===== src/rtl/srs_pkg.sv =====
package srs_pkg;
  typedef enum logic [1:0] {
    SEQ_FLOAT  = 2'd0,
    SEQ_SETTLE = 2'd1,
    SEQ_READY  = 2'd2
  } seq_state_t;

  localparam int FRAME_W = 16;

  // microseconds -> clock cycles for a clock given in kHz
  function automatic int us2cyc(input int khz, input int us);
    return (khz * us) / 1000;
  endfunction

  // response frame layout: flag on top, payload below
  function automatic logic [FRAME_W-1:0] frame_word(input logic flag,
                                                   input logic [FRAME_W-2:0] payload);
    return {flag, payload};
  endfunction
endpackage


===== src/rtl/srs_sync.sv =====
module srs_sync #(
  parameter int W = 3,
  parameter logic [W-1:0] RST_VAL = '0
) (
  input  logic         clk,
  input  logic         rst_n,
  input  logic [W-1:0] d,
  output logic [W-1:0] q
);
  logic [W-1:0] stage1;

  genvar i;
  generate
    for (i = 0; i < W; i++) begin : g_bit
      always_ff @(posedge clk or negedge rst_n) begin
        if (!rst_n) begin
          stage1[i] <= RST_VAL[i];
          q[i]      <= RST_VAL[i];
        end else begin
          stage1[i] <= d[i];
          q[i]      <= stage1[i];
        end
      end
    end
  endgenerate
endmodule


===== src/rtl/srs_hold_det.sv =====
module srs_hold_det #(
  parameter int HOLD_CYC = 1000
) (
  input  logic clk,
  input  logic rst_n,
  input  logic cs_s,
  input  logic sclk_s,
  output logic fire_o
);
  localparam int CW = $clog2(HOLD_CYC + 1);
  localparam logic [CW-1:0] LIMIT = CW'(HOLD_CYC);

  logic [CW-1:0] cnt;
  logic          hold_cond;

  assign hold_cond = !cs_s && sclk_s;

  always_ff @(posedge clk or negedge rst_n) begin
    if (!rst_n) begin
      cnt    <= '0;
      fire_o <= 1'b0;
    end else begin
      fire_o <= hold_cond && (cnt == LIMIT - 1'b1);
      if (!hold_cond)
        cnt <= '0;
      else if (cnt != LIMIT)
        cnt <= cnt + 1'b1;
    end
  end

  AST_FIRE_SINGLE: assert property (@(posedge clk) disable iff (!rst_n)
    fire_o |=> !fire_o);
  AST_FIRE_NEEDS_HOLD: assert property (@(posedge clk) disable iff (!rst_n)
    fire_o |-> $past(!cs_s && sclk_s));
endmodule


===== src/rtl/srs_startup.sv =====
module srs_startup
  import srs_pkg::*;
#(
  parameter int FLOAT_CYC  = 1000,
  parameter int SETTLE_CYC = 1000
) (
  input  logic clk,
  input  logic rst_n,
  input  logic restart_i,
  output logic float_o,
  output logic drive_hi_o,
  output logic ready_o
);
  localparam int MAXC = (FLOAT_CYC > SETTLE_CYC) ? FLOAT_CYC : SETTLE_CYC;
  localparam int CW   = $clog2(MAXC + 1);
  localparam logic [CW-1:0] FLOAT_END  = CW'(FLOAT_CYC - 1);
  localparam logic [CW-1:0] SETTLE_END = CW'(SETTLE_CYC - 1);

  seq_state_t    state;
  logic [CW-1:0] cnt;

  always_ff @(posedge clk or negedge rst_n) begin
    if (!rst_n) begin
      state <= SEQ_FLOAT;
      cnt   <= '0;
    end else if (restart_i) begin
      state <= SEQ_FLOAT;
      cnt   <= '0;
    end else begin
      case (state)
        SEQ_FLOAT: begin
          if (cnt == FLOAT_END) begin
            state <= SEQ_SETTLE;
            cnt   <= '0;
          end else cnt <= cnt + 1'b1;
        end
        SEQ_SETTLE: begin
          if (cnt == SETTLE_END) begin
            state <= SEQ_READY;
            cnt   <= '0;
          end else cnt <= cnt + 1'b1;
        end
        default: begin
          state <= SEQ_READY;
          cnt   <= '0;
        end
      endcase
    end
  end

  assign float_o    = (state == SEQ_FLOAT);
  assign drive_hi_o = (state == SEQ_SETTLE);
  assign ready_o    = (state == SEQ_READY);

  AST_RESTART_FLOATS: assert property (@(posedge clk) disable iff (!rst_n)
    restart_i |=> float_o);
  AST_READY_AFTER_SETTLE: assert property (@(posedge clk) disable iff (!rst_n)
    (drive_hi_o && cnt == SETTLE_END && !restart_i) |=> ready_o);
  AST_SETTLE_FROM_FLOAT: assert property (@(posedge clk) disable iff (!rst_n)
    $rose(drive_hi_o) |-> $past(float_o));
endmodule


===== src/rtl/srs_shift.sv =====
module srs_shift
  import srs_pkg::*;
(
  input  logic               clk,
  input  logic               rst_n,
  input  logic               restart_i,
  input  logic               ready_i,
  input  logic               cs_fall_i,
  input  logic               cs_rise_i,
  input  logic               sclk_rise_i,
  input  logic               sclk_fall_i,
  input  logic               mosi_s,
  input  logic [FRAME_W-2:0] payload_i,
  output logic               tx_bit_o,
  output logic [FRAME_W-1:0] rx_word_o,
  output logic               rx_valid_o,
  output logic               flag_o
);
  localparam int BW = $clog2(FRAME_W + 1);
  localparam logic [BW-1:0] LAST = BW'(FRAME_W - 1);
  localparam logic [BW-1:0] FULL = BW'(FRAME_W);

  logic               active;
  logic [BW-1:0]      bitcnt;
  logic [FRAME_W-1:0] tx_sh;
  logic [FRAME_W-1:0] rx_sh;
  logic               frame_done;

  assign frame_done = active && sclk_rise_i && (bitcnt == LAST);

  always_ff @(posedge clk or negedge rst_n) begin
    if (!rst_n) begin
      active     <= 1'b0;
      bitcnt     <= '0;
      tx_sh      <= '1;
      rx_sh      <= '0;
      rx_word_o  <= '0;
      rx_valid_o <= 1'b0;
      flag_o     <= 1'b1;
    end else begin
      rx_valid_o <= 1'b0;
      if (restart_i) begin
        active <= 1'b0;
        flag_o <= 1'b1;
      end else if (cs_fall_i && ready_i) begin
        active <= 1'b1;
        bitcnt <= '0;
        tx_sh  <= frame_word(flag_o, payload_i);
      end else if (cs_rise_i || !ready_i) begin
        active <= 1'b0;
      end else if (active) begin
        if (sclk_rise_i && bitcnt != FULL) begin
          rx_sh  <= {rx_sh[FRAME_W-2:0], mosi_s};
          bitcnt <= bitcnt + 1'b1;
        end
        if (frame_done) begin
          rx_word_o  <= {rx_sh[FRAME_W-2:0], mosi_s};
          rx_valid_o <= 1'b1;
          flag_o     <= 1'b0;
        end
        if (sclk_fall_i)
          tx_sh <= {tx_sh[FRAME_W-2:0], 1'b1};
      end
    end
  end

  assign tx_bit_o = tx_sh[FRAME_W-1];

  AST_RX_ONLY_READY: assert property (@(posedge clk) disable iff (!rst_n)
    rx_valid_o |-> $past(ready_i));
  AST_FLAG_ON_RESTART: assert property (@(posedge clk) disable iff (!rst_n)
    restart_i |=> flag_o);
  AST_RX_SINGLE: assert property (@(posedge clk) disable iff (!rst_n)
    rx_valid_o |=> !rx_valid_o);
endmodule


===== src/rtl/spi_rst_seq.sv =====
module spi_rst_seq
  import srs_pkg::*;
#(
  parameter int CLK_KHZ   = 50000,
  parameter int HOLD_US   = 512,
  parameter int FLOAT_US  = 800,
  parameter int SETTLE_US = 3000
) (
  input  logic        clk,
  input  logic        rst_n,
  input  logic        sclk_i,
  input  logic        cs_n_i,
  input  logic        mosi_i,
  input  logic [14:0] tx_payload_i,
  output logic        miso_o,
  output logic        miso_oe_o,
  output logic        ready_o,
  output logic        rst_pulse_o,
  output logic [15:0] rx_word_o,
  output logic        rx_valid_o
);
  localparam int HOLD_CYC   = us2cyc(CLK_KHZ, HOLD_US);
  localparam int FLOAT_CYC  = us2cyc(CLK_KHZ, FLOAT_US);
  localparam int SETTLE_CYC = us2cyc(CLK_KHZ, SETTLE_US);

  logic [2:0] pins_s;
  logic sclk_s, cs_s, mosi_s;
  logic sclk_q, cs_q;
  logic sclk_rise, sclk_fall, cs_rise, cs_fall;
  logic hold_fire, seq_float, seq_drive_hi, seq_ready, tx_bit, flag;

  srs_sync #(.W(3), .RST_VAL(3'b010)) u_sync (
    .clk(clk), .rst_n(rst_n),
    .d({mosi_i, cs_n_i, sclk_i}), .q(pins_s)
  );
  assign sclk_s = pins_s[0];
  assign cs_s   = pins_s[1];
  assign mosi_s = pins_s[2];

  always_ff @(posedge clk or negedge rst_n) begin
    if (!rst_n) begin
      sclk_q <= 1'b0;
      cs_q   <= 1'b1;
    end else begin
      sclk_q <= sclk_s;
      cs_q   <= cs_s;
    end
  end

  assign sclk_rise = sclk_s && !sclk_q;
  assign sclk_fall = !sclk_s && sclk_q;
  assign cs_rise   = cs_s && !cs_q;
  assign cs_fall   = !cs_s && cs_q;

  srs_hold_det #(.HOLD_CYC(HOLD_CYC)) u_hold (
    .clk(clk), .rst_n(rst_n), .cs_s(cs_s), .sclk_s(sclk_s), .fire_o(hold_fire)
  );

  srs_startup #(.FLOAT_CYC(FLOAT_CYC), .SETTLE_CYC(SETTLE_CYC)) u_seq (
    .clk(clk), .rst_n(rst_n), .restart_i(hold_fire),
    .float_o(seq_float), .drive_hi_o(seq_drive_hi), .ready_o(seq_ready)
  );

  srs_shift u_shift (
    .clk(clk), .rst_n(rst_n), .restart_i(hold_fire), .ready_i(seq_ready),
    .cs_fall_i(cs_fall), .cs_rise_i(cs_rise),
    .sclk_rise_i(sclk_rise), .sclk_fall_i(sclk_fall),
    .mosi_s(mosi_s), .payload_i(tx_payload_i),
    .tx_bit_o(tx_bit), .rx_word_o(rx_word_o), .rx_valid_o(rx_valid_o),
    .flag_o(flag)
  );

  assign miso_oe_o   = seq_drive_hi || (seq_ready && !cs_s);
  assign miso_o      = seq_drive_hi ? 1'b1 : tx_bit;
  assign ready_o     = seq_ready;
  assign rst_pulse_o = hold_fire;

  AST_FLOAT_HIGHZ: assert property (@(posedge clk) disable iff (!rst_n)
    seq_float |-> !miso_oe_o);
  AST_DESELECT_HIGHZ: assert property (@(posedge clk) disable iff (!rst_n)
    (ready_o && cs_s) |-> !miso_oe_o);
  AST_SETTLE_HIGH: assert property (@(posedge clk) disable iff (!rst_n)
    (miso_oe_o && !ready_o) |-> miso_o);
  AST_PULSE_DROPS_READY: assert property (@(posedge clk) disable iff (!rst_n)
    rst_pulse_o |=> !ready_o);
  AST_FLAG_VALID: assert property (@(posedge clk) disable iff (!rst_n)
    !$isunknown(flag));
endmodule


===== config.mk =====
export PLATFORM = sky130hd
export DESIGN_NAME = spi_rst_seq
export DESIGN_NICKNAME = d
export VERILOG_FILES = /design/src/rtl/srs_pkg.sv /design/src/rtl/srs_sync.sv /design/src/rtl/srs_hold_det.sv /design/src/rtl/srs_startup.sv /design/src/rtl/srs_shift.sv /design/src/rtl/spi_rst_seq.sv
export SDC_FILE = /design/constraint.sdc
export NUM_CORES = 1
export LEC_CHECK = 0
export ABC_AREA = 0
export BUFFER_PORTS_ARGS = -buffer_cell sky130_fd_sc_hd__buf_2
export CORE_MARGIN = 2
export CORE_UTILIZATION = 57
export DETAILED_ROUTE_END_ITERATION = 7
export PLACE_DENSITY_LB_ADDON = 0.1
export REMOVE_ABC_BUFFERS = 1
export SLEW_MARGIN = 30
export SYNTH_ARGS = -nofsm -noshare
export SYNTH_HDL_FRONTEND = slang
export SYNTH_SLANG_ARGS = --single-unit

===== constraint.sdc =====
create_clock -name clk -period 3.5 [get_ports clk]
set_input_delay 1.05 -clock clk [delete_from_list [all_inputs] [get_ports clk]]
set_output_delay 1.05 -clock clk [all_outputs]
set_load 0.01 [all_outputs]

==> flow_summary.toml <==
[global_routing]
grt_max_degree = 59
grt_usage_pct = 19.9
antenna_found_initial = 0
grt_pass1_vias = 2944
grt_pass1_wl_um = 13800
grt-ovfl-total = 0

[power_and_ir_drop]
peakVddDrop_mv = 0.238
p_int_mw = 1.45
power.share.clock_pct = 36.8
p_sw_mw = 0.461
pwr-share-seq_pct = 60.7
combPwrFrac_pct = 2.5
leakagePower_nw = 2.34
swShare_pct = 24.2
powerDensity_mw_per_mm2 = 377

[layout]
fin_area_mm2 = 0.00506
fill_cells = 614
diodes = 0
regArea_mm2 = 0.00250
area_growth_pct = 11.8
final_core_util_pct = 65.5
multiInputGateArea_mm2 = 0.00191
drive_gt1_share_pct = 27.4
final_nets = 473

[clock_tree]
cts_setup_buffers = 0
cts_tree = "built"
cts.sinks = 99
clock_latency_ns = 0.37
clk_pin_slew_ns = 0.11
root_buffer = "clkbuf_8"
cts_buffers = 9
cts_htree_levels = 3
cts_buffer_depth = 2
cts_resized = 0
ctsHoldBuffers = 0

[run_status]
status = "finished clean"

[place]
pre_cts_ws_ns = 1.26
placed_cell_area_mm2 = 0.00487
finalWeightedCongestion = 0.850
place_hpwl_um = 5330
portBuffers = 40

[logic_synthesis]
synth_compound_area_share_pct = 8.51
syn_inst = 402
synthMuxAreaShare_pct = 8.76
async_flop_share_pct = 100
synthSimpleGateAreaFrac_pct = 18.3
synth_area_mm2 = 0.00453
synth_fa_ha_area_share_pct = 1.66
synth_seq_area_share_pct = 55.2
yosys_warnings = 0
synth_cell_types = 50
synth_top_family_by_area = "simple AND/OR/NAND/NOR gates"
ys.flop_type = "dfrtp_1"
ys_ff_latch = 99
syn_avg_cell_area_um2 = 11.3
synth-xor-area-share_pct = 4.64
synth-edff-count = 0

[floorplan]
placementRows = 32
start_util_pct = 58.6
ios = 41
dieArea_mm2 = 0.00868
die_h_um = 93.1
design.core.area_mm2 = 0.00773
die_w_um = 93.1

[drt]
viasPerCell = 5.62
dr.pass1.iters = 4
drtIter0Drc = 96
drc = 0
ant_nets = 0
vias = 3116
drt_wl_total_um = 7840
avgRoutedWirePerCell_um = 14.1

[critical_path]
path_max_fanout = 8
criticalPathCategory = "reg2out"
critical_path_required_ns = 2.45
cpPeakStageDelay_ns = 0.47
cp-end-kind = "primary output"
worstPathArrival_ns = 1.43
crit_chain = "inv_1, nand2_1, o21ai_0, buf_2"
setup.worst_path.start_class = "flop"
critPathSlowestCell = "dfrtp_1"

[job]
max_cap_violations = 0

[hold_path]
hp-class = "reg2reg"

[sta]
drv_slew = 0
setup_violations = 0
fin_setup_tns_ns = 0
worst_slack_ns = 1.02
fmax_mhz = 404
period_minus_slack_ns = 2.48
relSlewSlack_pct = 54.9
skew_ns = 0.0125
hold_viol = 0
period_share_pct = 70.8
hold_slack_ns = 0.354
worst_slew_pin_slew_ns = 0.668
rsz0062_at_grt = "false"
[logic make-up after synthesis]
family / after synthesis
buffers and inverters: 28
xor gates and xnor gates: 24
and+or+nand+nor: 152
adders and majority gates: 6
AOI/OAI and AO/OA: 60
DFF: 99
muxes: 33
[per-stage QoR]
stage,std cells,power [mW]
6_report,554,1.91
5_1_grt,554,1.99
4_1_cts,554,1.93
3_5_place_dp,538,1.23
3_3_place_gp,538,1.23
2_1_floorplan,388,1.19
[cells in the final DEF (no fill, tap or decap), types with 3 or more instances in the layout]
| master | instances |
|---|---|
| nand4_1 | 12 |
| nor4b_1 | 4 |
| xnor2_1 | 11 |
| mux2_4 | 7 |
| buf_4 | 8 |
| dfstp_2 | 20 |
| nor2_1 | 34 |
| o21ai_0 | 9 |
| dfrtp_1 | 79 |
| clkbuf_8 | 9 |
| nor3_1 | 6 |
| inv_1 | 14 |
| nor4_1 | 4 |
| nand3_1 | 11 |
| and4_1 | 6 |
| inv_6 | 3 |
| a31oi_1 | 15 |
| nand2b_1 | 7 |
| ha_1 | 6 |
| nand3b_1 | 4 |
| a21oi_1 | 19 |
| buf_2 | 39 |
| xor2_1 | 13 |
| a22oi_1 | 3 |
| mux2_2 | 25 |
| or3_1 | 6 |
| nand2_1 | 41 |
[final timing paths]
kind | start | endpoint | slack, ns | cells after the start
worst max-delay path | u_seq.state[0] | miso_oe_o | 1.02 | 4
worst min-delay path | u_sync.stage1[0] | u_sync.q[0] | 0.35 | 0
worst max register to register | u_hold.fire_o | u_shift.rx_word_o[4] | 1.27 | 4
worst min register to register | u_sync.stage1[0] | u_sync.q[0] | 0.35 | 0
max in group asynchronous | rst_n | u_sync.stage1[1] | 2.12 | 2
min in group asynchronous | rst_n | u_seq.cnt[16] | 0.66 | 1
[per-layer routing]
layer / up-vias / share of wire, % / GRT usage (%)
met5: - / 0 / 0
met4: 0 / 1.2 / 5.51
met3: 7 / 3.8 / 5.64
met2: 43 / 46 / 31.1
met1: 1549 / 49 / 27.6
li1: 1517 / - / -
[power by group through the flow]
stage               combinational, mW  sequential [mW]  clock, mW
floorplan                      0.0121             1.18          0
global placement               0.0498             1.18          0
detailed placement             0.0504             1.18          0
CTS                            0.0508             1.16      0.726
global route                   0.0568             1.16      0.778
finish                         0.0482             1.16      0.701
[final cells by class]
class / instances / area share [%]
flip-flops and latches: 99 / 49.4
multi-input cells: 275 / 37.7
repair buffers: 48 / 5.44
well taps: 102 / 2.52
clock buffers: 9 / 2.45
clock inverters: 7 / 1.43
inverters: 14 / 1.04
[synthesized netlist by cell type (7+ instances only)]
cell	n	area, µm²
o21ai_0	9	45.0
mux2_2	25	282
inv_1	14	52.6
a21oi_1	19	95.1
xnor2_1	11	96.3
mux2_4	7	105
nand4_1	12	75.1
nand2b_1	7	43.8
dfrtp_1	79	1980
xor2_1	13	114
dfstp_2	20	526
clkbuf_1	9	33.8
a31oi_1	15	93.8
nand2_1	41	154
nand3_1	11	55.1
nor2_1	34	128
[registers in the layout, summed over array words and instances, names as in the netlist, 2 cells and up]
signal,flops
u_seq.state,2
u_shift.bitcnt,5
u_seq.cnt,18
u_sync.stage1,3
u_sync.q,3
u_shift.tx_sh,16
u_shift.rx_sh,15
u_hold.cnt,15
u_shift.rx_word_o,16
[critical path: cells and delay by family, from the launching register on]
family,cells,cell delay (ns)
AOI/OAI and AO/OA,1,0.24
buffers and inverters,2,0.28
DFF,1,0.47
and+or+nand+nor,1,0.07
No activity file was read; power rests on OpenSTA's default activity.
